`src/rtl/ptr_space_pkg.sv`:
```
package ptr_space_pkg;

    // Window that a pointer falls into
    typedef enum logic [1:0] {
        SPC_NONE = 2'd0,
        SPC_RAM  = 2'd1,
        SPC_EE   = 2'd2,
        SPC_PF   = 2'd3
    } space_e;

    // State of the non-volatile wait sequencer
    typedef struct packed {
        logic   busy;
        space_e src;
    } wait_state_t;

endpackage

```
`src/rtl/ptr_region_classify.sv`:
```
module ptr_region_classify
    import ptr_space_pkg::*;
#(
    parameter int PTR_W    = 16,
    parameter int LIN_BASE = 'h2000,
    parameter int LIN_SIZE = 2480,
    parameter int EE_AW    = 8,
    parameter int EE_PAGE  = 'h70,
    parameter int OFF_W    = 12
) (
    input  logic [PTR_W-1:0] ptr,
    output space_e           space,
    output logic [OFF_W-1:0] lin_off
);
    localparam int LIN_LAST = LIN_BASE + LIN_SIZE - 1;
    localparam int PAGE_W   = PTR_W - EE_AW;

    always_comb begin
        // Flash takes the whole upper half, so it is tested first
        if (ptr[PTR_W-1]) begin
            space = SPC_PF;
        end else if (ptr[PTR_W-1 -: PAGE_W] == PAGE_W'(EE_PAGE)) begin
            space = SPC_EE;
        end else if (ptr >= PTR_W'(LIN_BASE) && ptr <= PTR_W'(LIN_LAST)) begin
            space = SPC_RAM;
        end else begin
            space = SPC_NONE;
        end
        lin_off = OFF_W'(ptr - PTR_W'(LIN_BASE));
    end

endmodule

```
`src/rtl/lin_bank_xlate.sv`:
```
module lin_bank_xlate #(
    parameter int OFF_W       = 12,
    parameter int ADDR_W      = 12,
    parameter int GPR_BYTES   = 80,
    parameter int BANK_BYTES  = 128,
    parameter int GPR_BASE    = 'h20,
    parameter int RECIP_SHIFT = 20
) (
    input  logic [OFF_W-1:0]  off,
    output logic [ADDR_W-1:0] phys
);
    // Reciprocal rounded up: exact quotient while off * error < 2**RECIP_SHIFT
    localparam int PROD_W  = OFF_W + RECIP_SHIFT;
    localparam int RECIP   = ((1 << RECIP_SHIFT) + GPR_BYTES - 1) / GPR_BYTES;
    localparam int BANK_SH = $clog2(BANK_BYTES);

    logic [OFF_W-1:0] bank_idx;
    logic [OFF_W-1:0] slot;

    always_comb begin
        bank_idx = OFF_W'((PROD_W'(off) * PROD_W'(RECIP)) >> RECIP_SHIFT);
        slot     = off - OFF_W'(bank_idx * OFF_W'(GPR_BYTES));
        phys     = (ADDR_W'(bank_idx) << BANK_SH) + ADDR_W'(GPR_BASE) + ADDR_W'(slot);
    end

endmodule

```
`src/rtl/nvm_wait_ctrl.sv`:
```
module nvm_wait_ctrl
    import ptr_space_pkg::*;
(
    input  logic   clk,
    input  logic   rst_n,
    input  logic   rd_en,
    input  space_e space,
    output logic   ready,
    output logic   issue,
    output logic   busy,
    output space_e src
);
    wait_state_t st_d, st_q;

    always_comb begin
        st_d  = st_q;
        issue = 1'b0;
        ready = 1'b1;
        if (st_q.busy) begin
            // Data cycle: the store has answered
            st_d.busy = 1'b0;
            st_d.src  = SPC_NONE;
        end else if (rd_en && (space == SPC_EE || space == SPC_PF)) begin
            st_d.busy = 1'b1;
            st_d.src  = space;
            issue     = 1'b1;
            ready     = 1'b0;
        end
    end

    always_ff @(posedge clk) begin
        if (!rst_n) begin
            st_q <= '{busy: 1'b0, src: SPC_NONE};
        end else begin
            st_q <= st_d;
        end
    end

    assign busy = st_q.busy;
    assign src  = st_q.src;


    stall_release_chk: assert property (@(posedge clk) disable iff (!rst_n)
        !ready |=> ready);


    stall_hold_chk: assert property (@(posedge clk) disable iff (!rst_n)
        !ready |=> (rd_en && $stable(space)));

endmodule

```
`src/rtl/ptr_space_decode.sv`:
```
module ptr_space_decode
    import ptr_space_pkg::*;
#(
    parameter int PTR_W       = 16,
    parameter int DATA_W      = 8,
    parameter int RAM_AW      = 12,
    parameter int EE_AW       = 8,
    parameter int PF_W        = 14,
    parameter int LIN_BASE    = 'h2000,
    parameter int GPR_BYTES   = 80,
    parameter int BANK_BYTES  = 128,
    parameter int GPR_BASE    = 'h20,
    parameter int NUM_BANKS   = 31,
    parameter int EE_PAGE     = 'h70,
    parameter int RECIP_SHIFT = 20
) (
    input  logic              clk,
    input  logic              rst_n,
    input  logic [PTR_W-1:0]  ptr,
    input  logic              rd_en,
    input  logic              wr_en,
    input  logic [DATA_W-1:0] wr_data,
    output logic [DATA_W-1:0] rd_data,
    output logic              ready,
    output logic [RAM_AW-1:0] ram_addr,
    output logic              ram_rd_en,
    output logic              ram_wr_en,
    output logic [DATA_W-1:0] ram_wdata,
    input  logic [DATA_W-1:0] ram_rdata,
    output logic [EE_AW-1:0]  ee_addr,
    output logic              ee_rd_en,
    input  logic [DATA_W-1:0] ee_rdata,
    output logic [PTR_W-2:0]  pf_addr,
    output logic              pf_rd_en,
    input  logic [PF_W-1:0]   pf_rdata
);
    localparam int LIN_SIZE = NUM_BANKS * GPR_BYTES;
    localparam int LIN_LAST = LIN_BASE + LIN_SIZE - 1;
    localparam int OFF_W    = $clog2(LIN_SIZE);
    localparam int BANK_SH  = $clog2(BANK_BYTES);

    space_e              space;
    space_e              nvm_src;
    logic [OFF_W-1:0]    lin_off;
    logic [RAM_AW-1:0]   phys;
    logic                nvm_issue;
    logic                nvm_busy;
    logic [DATA_W-1:0]   pf_byte;

    ptr_region_classify #(
        .PTR_W(PTR_W), .LIN_BASE(LIN_BASE), .LIN_SIZE(LIN_SIZE),
        .EE_AW(EE_AW), .EE_PAGE(EE_PAGE), .OFF_W(OFF_W)
    ) u_classify (
        .ptr(ptr), .space(space), .lin_off(lin_off)
    );

    lin_bank_xlate #(
        .OFF_W(OFF_W), .ADDR_W(RAM_AW), .GPR_BYTES(GPR_BYTES),
        .BANK_BYTES(BANK_BYTES), .GPR_BASE(GPR_BASE), .RECIP_SHIFT(RECIP_SHIFT)
    ) u_xlate (
        .off(lin_off), .phys(phys)
    );

    nvm_wait_ctrl u_wait (
        .clk(clk), .rst_n(rst_n), .rd_en(rd_en), .space(space),
        .ready(ready), .issue(nvm_issue), .busy(nvm_busy), .src(nvm_src)
    );

    assign ram_addr  = phys;
    assign ram_rd_en = rd_en && (space == SPC_RAM);
    assign ram_wr_en = wr_en && (space == SPC_RAM);
    assign ram_wdata = wr_data;
    assign ee_addr   = ptr[EE_AW-1:0];
    assign pf_addr   = ptr[PTR_W-2:0];
    assign ee_rd_en  = nvm_issue && (space == SPC_EE);
    assign pf_rd_en  = nvm_issue && (space == SPC_PF);
    assign pf_byte   = DATA_W'(pf_rdata);

    always_comb begin
        rd_data = '0;
        if (nvm_busy) begin
            case (nvm_src)
                SPC_EE:  rd_data = ee_rdata;
                SPC_PF:  rd_data = pf_byte;
                default: rd_data = '0;
            endcase
        end else if (ram_rd_en) begin
            rd_data = ram_rdata;
        end
    end


    write_target_chk: assert property (@(posedge clk) disable iff (!rst_n)
        ram_wr_en |-> (wr_en && ptr >= PTR_W'(LIN_BASE) && ptr <= PTR_W'(LIN_LAST)));


    gpr_slice_chk: assert property (@(posedge clk) disable iff (!rst_n)
        (ram_rd_en || ram_wr_en) |->
            ((ram_addr & RAM_AW'(BANK_BYTES - 1)) >= RAM_AW'(GPR_BASE)
             && (ram_addr & RAM_AW'(BANK_BYTES - 1)) < RAM_AW'(GPR_BASE + GPR_BYTES)
             && (ram_addr >> BANK_SH) < RAM_AW'(NUM_BANKS)));


    enable_excl_chk: assert property (@(posedge clk) disable iff (!rst_n)
        $onehot0({ram_rd_en, ram_wr_en, ee_rd_en, pf_rd_en}));


    strobe_excl_chk: assert property (@(posedge clk) disable iff (!rst_n)
        !(rd_en && wr_en));


    unimpl_read_chk: assert property (@(posedge clk) disable iff (!rst_n)
        (rd_en && space == SPC_NONE) |->
            (ready && rd_data == '0 && !ram_rd_en && !ee_rd_en && !pf_rd_en));


    nvm_stall_chk: assert property (@(posedge clk) disable iff (!rst_n)
        (ee_rd_en || pf_rd_en) |-> !ready);


    nvm_single_req_chk: assert property (@(posedge clk) disable iff (!rst_n)
        (ee_rd_en || pf_rd_en) |=> (ready && !ee_rd_en && !pf_rd_en));


    idle_quiet_chk: assert property (@(posedge clk) disable iff (!rst_n)
        (!rd_en && !wr_en && !nvm_busy) |->
            (ready && rd_data == '0 && !ram_rd_en && !ram_wr_en && !ee_rd_en && !pf_rd_en));

endmodule

```
`config.mk`:
```
export PLATFORM = sky130hd
export DESIGN_NAME = ptr_space_decode
export DESIGN_NICKNAME = d
export VERILOG_FILES = /design/src/rtl/ptr_space_pkg.sv /design/src/rtl/ptr_region_classify.sv /design/src/rtl/lin_bank_xlate.sv /design/src/rtl/nvm_wait_ctrl.sv /design/src/rtl/ptr_space_decode.sv
export SDC_FILE = /design/constraint.sdc
export NUM_CORES = 1
export LEC_CHECK = 0
export BUFFER_PORTS_ARGS = -buffer_cell sky130_fd_sc_hd__buf_2
export CAP_MARGIN = 30
export CORE_MARGIN = 1
export CORE_UTILIZATION = 50
export DETAILED_ROUTE_END_ITERATION = 8
export PLACE_DENSITY = 0.84
export SLEW_MARGIN = 20
export SYNTH_ARGS = -nofsm -noshare
export SYNTH_HDL_FRONTEND = slang
export SYNTH_SLANG_ARGS = --single-unit
```
`constraint.sdc`:
```
create_clock -name clk -period 10.3 [get_ports clk]
set_input_delay 2.06 -clock clk [delete_from_list [all_inputs] [get_ports clk]]
set_output_delay 2.06 -clock clk [all_outputs]
set_load 0.005 [all_outputs]
```
### Word-level counts from Yosys, hierarchy flattened

Index checks and enable logic that the tools add are counted.

| word-level totals | value |
|---|---|
| output and inout bits | 56 |
| flip-flop bits (word level) | 3 |
| bits of input ports | 58 |

| operators by class | value |
|---|---|
| muxes and demuxes | 11 |
| bitwise gates (word level) | 1 |
| reductions and logical operators | 8 |
| equal/unequal tests | 6 |
| multipliers | 2 |
| $lt $le $gt $ge | 2 |
| add/sub/neg operators | 4 |

Operator list:

| kind | count |
|---|---|
| 12-bit by 12-bit multiplier with 24-bit output (second input constant) | 1 |
| 16-bit by 14-bit greater-or-equal comparator with 1-bit output (second input constant) | 1 |
| 16-bit by 14-bit <= comparator with 1-bit output (second input constant) | 1 |
| 8-bit two-way mux | 2 |
| 8-bit one-hot mux with 2 select lines | 1 |
| 12-bit adder | 1 |
| 12-bit by 6-bit adder with 12-bit output (second input constant) | 1 |
| 12-bit by 1-bit subtractor with 12-bit output (second input constant) | 1 |
| 12-bit subtractor | 1 |
| 2-bit equality test (second input constant) | 4 |
| 8-bit by 7-bit equality test with 1-bit output (second input constant) | 1 |
| 6-bit by 3-bit multiplier with 8-bit output (second input constant) | 1 |
| 1-bit logical AND | 6 |
| 1-bit two-way mux | 5 |
| 2-bit two-way mux | 2 |
| 3-bit two-way mux | 1 |
| 2-bit by 1-bit equality test with 1-bit output (second input constant) | 1 |
| 2-bit OR reduction | 1 |
| 1-bit logical OR | 1 |
| 1-bit inverter | 1 |

### Logic depth before layout (Yosys ltp)

Gate-level depths: netlist of run 1.

| logic depth | value |
|---|---|
| depth in word-level cells | 11 |
| mapped depth | 30 |
| mapped depth without buffers | 30 |

### Modules after synthesis

Synthesis of run 1 repeated with hierarchy kept, for this count alone.

| unflattened totals | value |
|---|---|
| cells, all modules | 456 |
| area total of the unflattened synthesis | 4,065.1 um2 |

By module, submodules not included:

| module | area each (um2) | seq. area each (um2) | instances | cells an instance |
|---|---|---|---|---|
| lin_bank_xlate | 3,355.7 | 0.0 | 1 | 366 |
| ptr_space_decode | 446.7 | 0.0 | 1 | 56 |
| ptr_region_classify | 143.9 | 0.0 | 1 | 21 |
| nvm_wait_ctrl | 118.9 | 60.1 | 1 | 13 |

### Worst setup path after synthesis of run 1

OpenSTA, ideal clock, no wires.

| timing path | value |
|---|---|
| path kind | input to output |
| start | in ptr[2] |
| end | out ram_addr[11] |
| stages on the path | 30 |
| data arrival time | 8.715 ns |
| path slack | -0.475 ns |
| buffers on the path | 0 |
| path through | inv_1 ha_1 inv_1 fa_1 inv_1 fa_1 fa_1 inv_1 fa_1 inv_1 ha_1 a21oi_1 o21ai_1 a21oi_4 a21oi_2 o21ai_2 nand2b_1 a21oi_1 xnor2_1 ha_1 ha_1 fa_1 xnor2_1 fa_1 ha_1 or2_2 a21oi_1 a21oi_2 xnor2_1 xnor2_1 |

| between the ends | value |
|---|---|
| longest elaborated chain between the ends | 5 |

Ends and longest elaborated chain:

| what | RTL line | RTL |
|---|---|---|
| start, declared | ptr_space_decode.sv:19 | `input logic [PTR_W-1:0] ptr,` |
| 12-bit by 1-bit subtractor with 12-bit output (*) | ptr_region_classify.sv:29 | `lin_off = OFF_W'(ptr - PTR_W'(LIN_BASE));` |
| 12-bit by 12-bit multiplier with 24-bit output | lin_bank_xlate.sv:21 | `bank_idx = OFF_W'((PROD_W'(off) * PROD_W'(RECIP)) >> RECIP_SHIFT);` |
| 6-bit by 3-bit multiplier with 8-bit output | lin_bank_xlate.sv:22 | `slot = off - OFF_W'(bank_idx * OFF_W'(GPR_BYTES));` |
| 12-bit subtractor | lin_bank_xlate.sv:22 |  |
| 12-bit adder (*) | lin_bank_xlate.sv:23 | `phys = (ADDR_W'(bank_idx) << BANK_SH) + ADDR_W'(GPR_BASE) + ADDR_W'(slot);` |
| end, declared | ptr_space_decode.sv:25 | `output logic [RAM_AW-1:0] ram_addr,` |

Mark *: on every way between the ends. The rest lies on a longest branch, timed or not.

### Worst setup path after layout of run 1

Ends and elaborated chain as after synthesis.

==> results.sh, run 1 <==
export IMPL_fin_skew_ns=0.001510
export IMPL_wl_mm=10.84
export IMPL_nNetsFinal=800
export IMPL_final_cell_area_mm2=0.005221
export IMPL_slew_headroom_pct=43.28
export IMPL_netlist_instances=447
export IMPL_hold_viol=0
export IMPL_finalCritPeriodShare_pct=104.8
export IMPL_synth_cell_area_mm2=0.003966
export IMPL_fin_crit_ns=10.79
export IMPL_coreArea_mm2=0.007687
export IMPL_htreeDepth=1
export IMPL_antenna_found_initial=0
export IMPL_crit_path_start="ptr[2]"
export IMPL_register_area_um2=60.06
export IMPL_max_clock_freq_mhz=92.64
export IMPL_fin_util_pct=67.92
export IMPL_io_pins=114
export IMPL_grt_total_usage_pct=26.90
export IMPL_setup_viol=4
export IMPL_cap_violations=0
export IMPL_endpoint="ram_addr[11]"
export IMPL_root_buffer="clkbuf_8"
export IMPL_multi_input_area_mm2=0.003536
export IMPL_grt_pass1_vias=3894
export IMPL_critPathSlowestCell="fa_1"
export IMPL_worstMarginPinSlew_ns=0.8442
export IMPL_ff2ff_path_depth=2
export IMPL_rsz0062_at_grt="yes"
export IMPL_syn_nets=663
export IMPL_row_count=32
export IMPL_status="finished, violations left"
export IMPL_hold_buffers=0
export IMPL_max_stage_delay_ns=0.53
export IMPL_setup_ws_ns=-0.4940
export IMPL_cp_arrival_ns=8.73
export IMPL_synthDistinctLibCells=35
export IMPL_drc=0
export IMPL_clk_latency_ns=0.23
export IMPL_rrSetupSlack_ns=9.29
export IMPL_die_area_mm2=0.008293
export IMPL_endpoint_kind="output pin"
export IMPL_crit_cells=32
export IMPL_die_h_um=91.07
export IMPL_violations="negative setup slack"
export IMPL_synth_top_family_by_area="adder cells"
export IMPL_cts_sink_count=3
export IMPL_cp_buffers_inverters=7
export IMPL_synth_xor_area_share_pct=6.309
export IMPL_antennaDiodeCount=0
export IMPL_cts_tree="built"
export IMPL_ant_nets=0
export IMPL_worst_path_max_fanout=3
export IMPL_clk_pin_slew_ns=0.04
export IMPL_drv_slew=0
export IMPL_post_drt_wl_per_cell_um=15.83
export IMPL_synth_compound_area_share_pct=9.716
export IMPL_grt_start_max_net_pins=10
export IMPL_viasPerCell=5.182
export IMPL_gp_congestion=0.8606
export IMPL_die_x_um=91.07
export IMPL_avgSynthCellArea_um2=8.873
export IMPL_critPathLaunchType="input port"
export IMPL_first_pass_iters=5
export IMPL_synth_fa_ha_area_share_pct=57.79
export IMPL_cts_buffers=3
export IMPL_drt_iter0_drc=112
export IMPL_critPathKind="in2out"
export IMPL_dr_total_vias=3550
export IMPL_place_port_buffers=91
export IMPL_clock_path_buffers=2
export IMPL_synth_seq_cells=3
export IMPL_worstPathRequired_ns=8.24
export IMPL_fin_hold_ws_ns=0.5274
export IMPL_hp_class="reg2reg"
export IMPL_place_area_mm2=0.004911
export IMPL_timing_rr_end="u_wait.src[0]"
export IMPL_grt_overflow=0
export IMPL_setup_tns_final_ns=-1.379
export IMPL_reg2reg_from="u_wait.src[0]"
export IMPL_initial_core_util_pct=51.60
export IMPL_synthMuxAreaShare_pct=2.271
export IMPL_yosys_warnings=0
export IMPL_grt_pass1_wl_mm=17.72
export IMPL_fillers=530
export IMPL_drive_gt1_share_pct=39.62
export IMPL_dp_hpwl_mm=8.730
export IMPL_area_growth_pct=31.64
export IMPL_synth_simple_area_share_pct=5.931
export IMPL_cp_top_family="adder cells"
export IMPL_seq_area_frac_synth_pct=1.514
## per-stage QoR
stage | setup slack, ns | cells
3_3_place_gp | -0.5646 | 674
3_5_place_dp | -0.6477 | 674
4_1_cts | -0.4374 | 684
6_report | -0.4940 | 685
2_1_floorplan | -0.02598 | 447
5_1_grt | -0.7691 | 685
## sequential cells by signal (all words and copies together), names as in the netlist
signal / count
u_wait.busy: 1
u_wait.src: 2
## final cells by class
cell class,instances,share of cell area [%]
clock buffers,4,0.8627
inverters,107,7.812
multi-input cells,303,67.72
flip-flops and latches,3,1.150
well taps,102,2.444
repair buffers,166,20.01
## placed cells by master (no fill, tap or decap), types with 2 or more instances in the layout
cell	Yosys	layout
buf_4	33	74
xor2_2	1	3
a21o_1	6	6
inv_1	107	93
nand3_1	3	3
a21oi_1	19	13
nor3_1	6	6
o21ai_2	3	7
a21oi_2	3	9
nand4_1	2	2
a31oi_1	3	2
nand2_1	16	16
nor2_1	14	13
nor2b_4	0	2
ha_4	0	13
o21bai_1	3	3
inv_2	0	12
clkbuf_8	0	3
o21ai_0	13	12
buf_6	0	3
dfxtp_1	3	3
xor2_1	7	5
nand2b_1	2	2
ha_1	116	100
fa_1	42	41
and3_1	2	2
xnor2_2	2	5
ha_2	0	3
xnor2_1	16	13
buf_2	0	88
mux2i_1	9	9
o21ai_1	5	2
## worst min-delay path by stage
stage                  start             to  depth (start not counted)
2_1_floorplan    u_wait.busy  u_wait.src[1]                          1
3_3_place_gp     u_wait.busy  u_wait.src[0]                          1
3_5_place_dp   u_wait.src[1]  u_wait.src[1]                          2
4_1_cts        u_wait.src[1]  u_wait.src[1]                          2
5_1_grt        u_wait.src[1]  u_wait.src[1]                          2
6_report       u_wait.src[1]  u_wait.src[1]                          2
## cells in the mapped netlist (all sizes together)
cell type | number | area, um2
o21ai | 21 | 116.4
or2 | 1 | 6.260
nor2b | 2 | 12.51
and2 | 1 | 6.260
o311a | 1 | 10.01
fa | 42 | 840.8
nand3 | 3 | 15.01
nand2 | 16 | 60.06
a21o | 6 | 45.04
or3 | 1 | 6.260
buf | 34 | 251.5
o21a | 1 | 7.510
dfxtp | 3 | 60.06
o21bai | 3 | 22.52
xor2 | 8 | 77.58
and3 | 2 | 12.51
mux2i | 9 | 90.09
nor3 | 6 | 30.03
a31oi | 3 | 18.77
nand2b | 2 | 12.51
inv | 107 | 401.6
nor4b | 1 | 8.760
a21oi | 23 | 137.6
nand4 | 2 | 12.51
xnor2 | 18 | 172.7
a2111oi | 1 | 27.53
nor2 | 14 | 52.55
ha | 116 | 1451
## routing by layer
layer  vias up  routed length [um]  share of wire (%)  global-route usage, %
li1       1673                   -                  -                      -
met4         0                 404                3.7                  12.96
met5         -                   0                  0                      0
met3        36                 675                6.2                  4.355
met1      1693                4008                 37                  29.24
met2       148                5754                 53                  50.38
## logic make-up (layout without fill, tap and decap cells)
family / count (synthesis) / count (layout)
AO/OA/AOI/OAI: 59 / 59
XOR/XNOR: 26 / 26
adder cells (fa/ha/maj): 158 / 158
buffers and inverters: 141 / 277
flip-flops: 3 / 3
multiplexers: 9 / 9
AND/OR/NAND/NOR: 51 / 51
## worst register-to-register path: cells and delay by family, from the launching register on
kind / cells / cell delay (ns)
DFF: 1 / 0.63
muxes: 1 / 0.13
and+or+nand+nor: 1 / 0.16
## what timing repair did
| action | CTS | global route |
|---|---|---|
| resized for setup | 39 | 5 |
| endpoints found under the setup margin | 4 | 5 |
| setup buffers | 6 | 1 |
| pin swaps | 26 | 6 |
Power of run 1 is left out: the tool's default activity adds up to more than one toggle a clock period on the data nets, which glitch-free logic cannot reach.
==> run 2, diff against run 1 <==
--- a/config.mk
+++ b/config.mk
@@ -8,9 +8,9 @@
 export BUFFER_PORTS_ARGS = -buffer_cell sky130_fd_sc_hd__buf_2
 export CAP_MARGIN = 30
 export CORE_MARGIN = 1
-export CORE_UTILIZATION = 50
+export CORE_UTILIZATION = 55
 export DETAILED_ROUTE_END_ITERATION = 8
-export PLACE_DENSITY = 0.84
+export PLACE_DENSITY = 0.88
 export SLEW_MARGIN = 20
 export SYNTH_ARGS = -nofsm -noshare
 export SYNTH_HDL_FRONTEND = slang
==> constraint.sdc (replaced) <==
create_clock -name clk -period 14 [get_ports clk]
set_input_delay 2.8 -clock clk [delete_from_list [all_inputs] [get_ports clk]]
set_output_delay 2.8 -clock clk [all_outputs]
set_load 0.005 [all_outputs]
==> run 2 against run 1 <==
Against the previous run:
- the run now ends clean
- core utilization is 4.8 points lower
- global-route usage shrank 3.4 points
- wire length down 20%
- flip-flop and latch count stayed put
- via count decreased by 11%
- sequential share of layout area up 0.24 points
- critical endpoint unchanged
==> results.sh, run 2 (same netlist as run 1, synthesis figures left out) <==
export IMPL_status="finished, final reports clean"
export IMPL_fillers=581
export IMPL_critPathKind="in2out"
export IMPL_nNetsFinal=725
export IMPL_fin_crit_ns=13.21
export IMPL_hold_viol=0
export IMPL_cp_buffers_inverters=7
export IMPL_die_x_um=86.92
export IMPL_largest_register_ffs=2
export IMPL_worstMarginPinSlew_ns=0.7738
export IMPL_finalCritPeriodShare_pct=94.32
export IMPL_slew_headroom_pct=48.02
export IMPL_final_common_cell="ha_1"
export IMPL_grt_pass1_wl_mm=13.98
export IMPL_rsz0062_at_grt="no"
export IMPL_clk_latency_ns=0.22
export IMPL_grt_total_usage_pct=23.55
export IMPL_timing_rr_end="u_wait.src[0]"
export IMPL_setup_tns_final_ns=0
export IMPL_rrSetupSlack_ns=13.04
export IMPL_dp_hpwl_mm=7.638
export IMPL_max_stage_delay_ns=0.55
export IMPL_fin_skew_ns=0.008414
export IMPL_place_port_buffers=91
export IMPL_crit_top_cell="fa_1"
export IMPL_setup_viol=0
export IMPL_endpoint="ram_addr[11]"
export IMPL_critPathLaunchType="input port"
export IMPL_cap_violations=0
export IMPL_cts_sink_count=3
export IMPL_cp_arrival_ns=10.41
export IMPL_final_cell_mix="ha_1 (116), inv_1 (107), buf_2 (91)"
export IMPL_worst_path_max_fanout=8
export IMPL_antennaDiodeCount=0
export IMPL_drc=0
export IMPL_clock_path_buffers=2
export IMPL_ant_nets=0
export IMPL_io_pins=114
export IMPL_cts_tree="built"
export IMPL_drt_iter0_drc=69
export IMPL_endpoint_kind="output pin"
export IMPL_htreeDepth=1
export IMPL_area_growth_pct=9.306
export IMPL_gp_congestion=0.9280
export IMPL_ff2ff_path_depth=2
export IMPL_reg2reg_from="u_wait.src[0]"
export IMPL_die_area_mm2=0.007555
export IMPL_grt_pass1_vias=3241
export IMPL_cts_buffers=3
export IMPL_dr_total_vias=3167
export IMPL_antenna_found_initial=0
export IMPL_crit_path_start="ptr[2]"
export IMPL_row_count=30
export IMPL_crit_cells=32
export IMPL_post_drt_wl_per_cell_um=14.33
export IMPL_viasPerCell=5.243
export IMPL_drv_slew=0
export IMPL_max_clock_freq_mhz=75.73
export IMPL_grt_overflow=0
export IMPL_clk_pin_slew_ns=0.03
export IMPL_die_h_um=86.92
export IMPL_initial_core_util_pct=57.74
export IMPL_worstPathRequired_ns=11.20
export IMPL_hp_class="reg2reg"
export IMPL_cp_top_family="adder cells"
export IMPL_critPathSlowestCell="fa_1"
export IMPL_drive_gt1_share_pct=20.87
export IMPL_cts_resized_gates=0
export IMPL_first_pass_iters=4
export IMPL_grt_start_max_net_pins=13
export IMPL_root_buffer="clkbuf_8"
export IMPL_hold_buffers=0
export IMPL_coreArea_mm2=0.006869
export IMPL_wl_mm=8.658
export IMPL_postCtsSetupBuffers=0
==> run 2: changes by cell type in the layout (fill, tap and decap cells not counted), sizes merged <==
cell and delta:
clkinvlp -1, buf -75, inv +1
==> run 2: through the flow <==
| stage | setup WS (ns) | cell area (um2) | util (%) | instances | hold WS, ns |
|---|---|---|---|---|---|
| floorplan | 1.745 | 3966 | - | 447 | 0.4625 |
| global placement | 0.9555 | 4290 | 62.46 | 600 | 0.4755 |
| detailed placement | 0.7972 | 4290 | 62.46 | 600 | 0.4816 |
| CTS | 0.7809 | 4335 | 63.11 | 604 | 0.4902 |
| global route | 0.3980 | 4335 | 63.11 | 604 | 0.5023 |
| finish | 0.7946 | 4335 | 63.11 | 604 | 0.4903 |
==> run 2: how the worst min path moves through the flow <==
| stage | endpoint | startpoint | cells after the start |
|---|---|---|---|
| 4_1_cts | u_wait.src[1] | u_wait.src[1] | 2 |
| 3_5_place_dp | u_wait.src[1] | u_wait.src[1] | 2 |
| 3_3_place_gp | u_wait.src[1] | u_wait.busy | 1 |
| 2_1_floorplan | u_wait.src[1] | u_wait.busy | 1 |
| 5_1_grt | u_wait.src[1] | u_wait.src[1] | 2 |
| 6_report | u_wait.src[1] | u_wait.src[1] | 2 |
==> run 2: layout make-up <==
type	instances	area, um2	share of cell area (%)
Tap cell	96	120.1	2.771
Clock buffer	4	45.04	1.039
Sequential cell	3	60.06	1.385
Inverter	107	401.6	9.264
Timing Repair Buffer	91	455.4	10.51
Multi-Input combinational cell	303	3253	75.04
==> run 2: per-layer routing <==
metal | GRT usage [%] | wire length (um) | up-vias | share of wire [%]
met5 | 0 | 0 | - | 0
met4 | 7.727 | 208 | 0 | 2.4
met3 | 1.896 | 281 | 27 | 3.2
met2 | 45.81 | 4604 | 95 | 53
met1 | 26.84 | 3564 | 1520 | 41
li1 | - | - | 1525 | -
==> run 2: tightest hold or removal path, delay by kind of cell (launching register included) <==
kind	cells	cell delay (ns)
AND/OR/NAND/NOR	2	0.15
flip-flops	1	0.30
Power of run 2 is left out for the same reason.
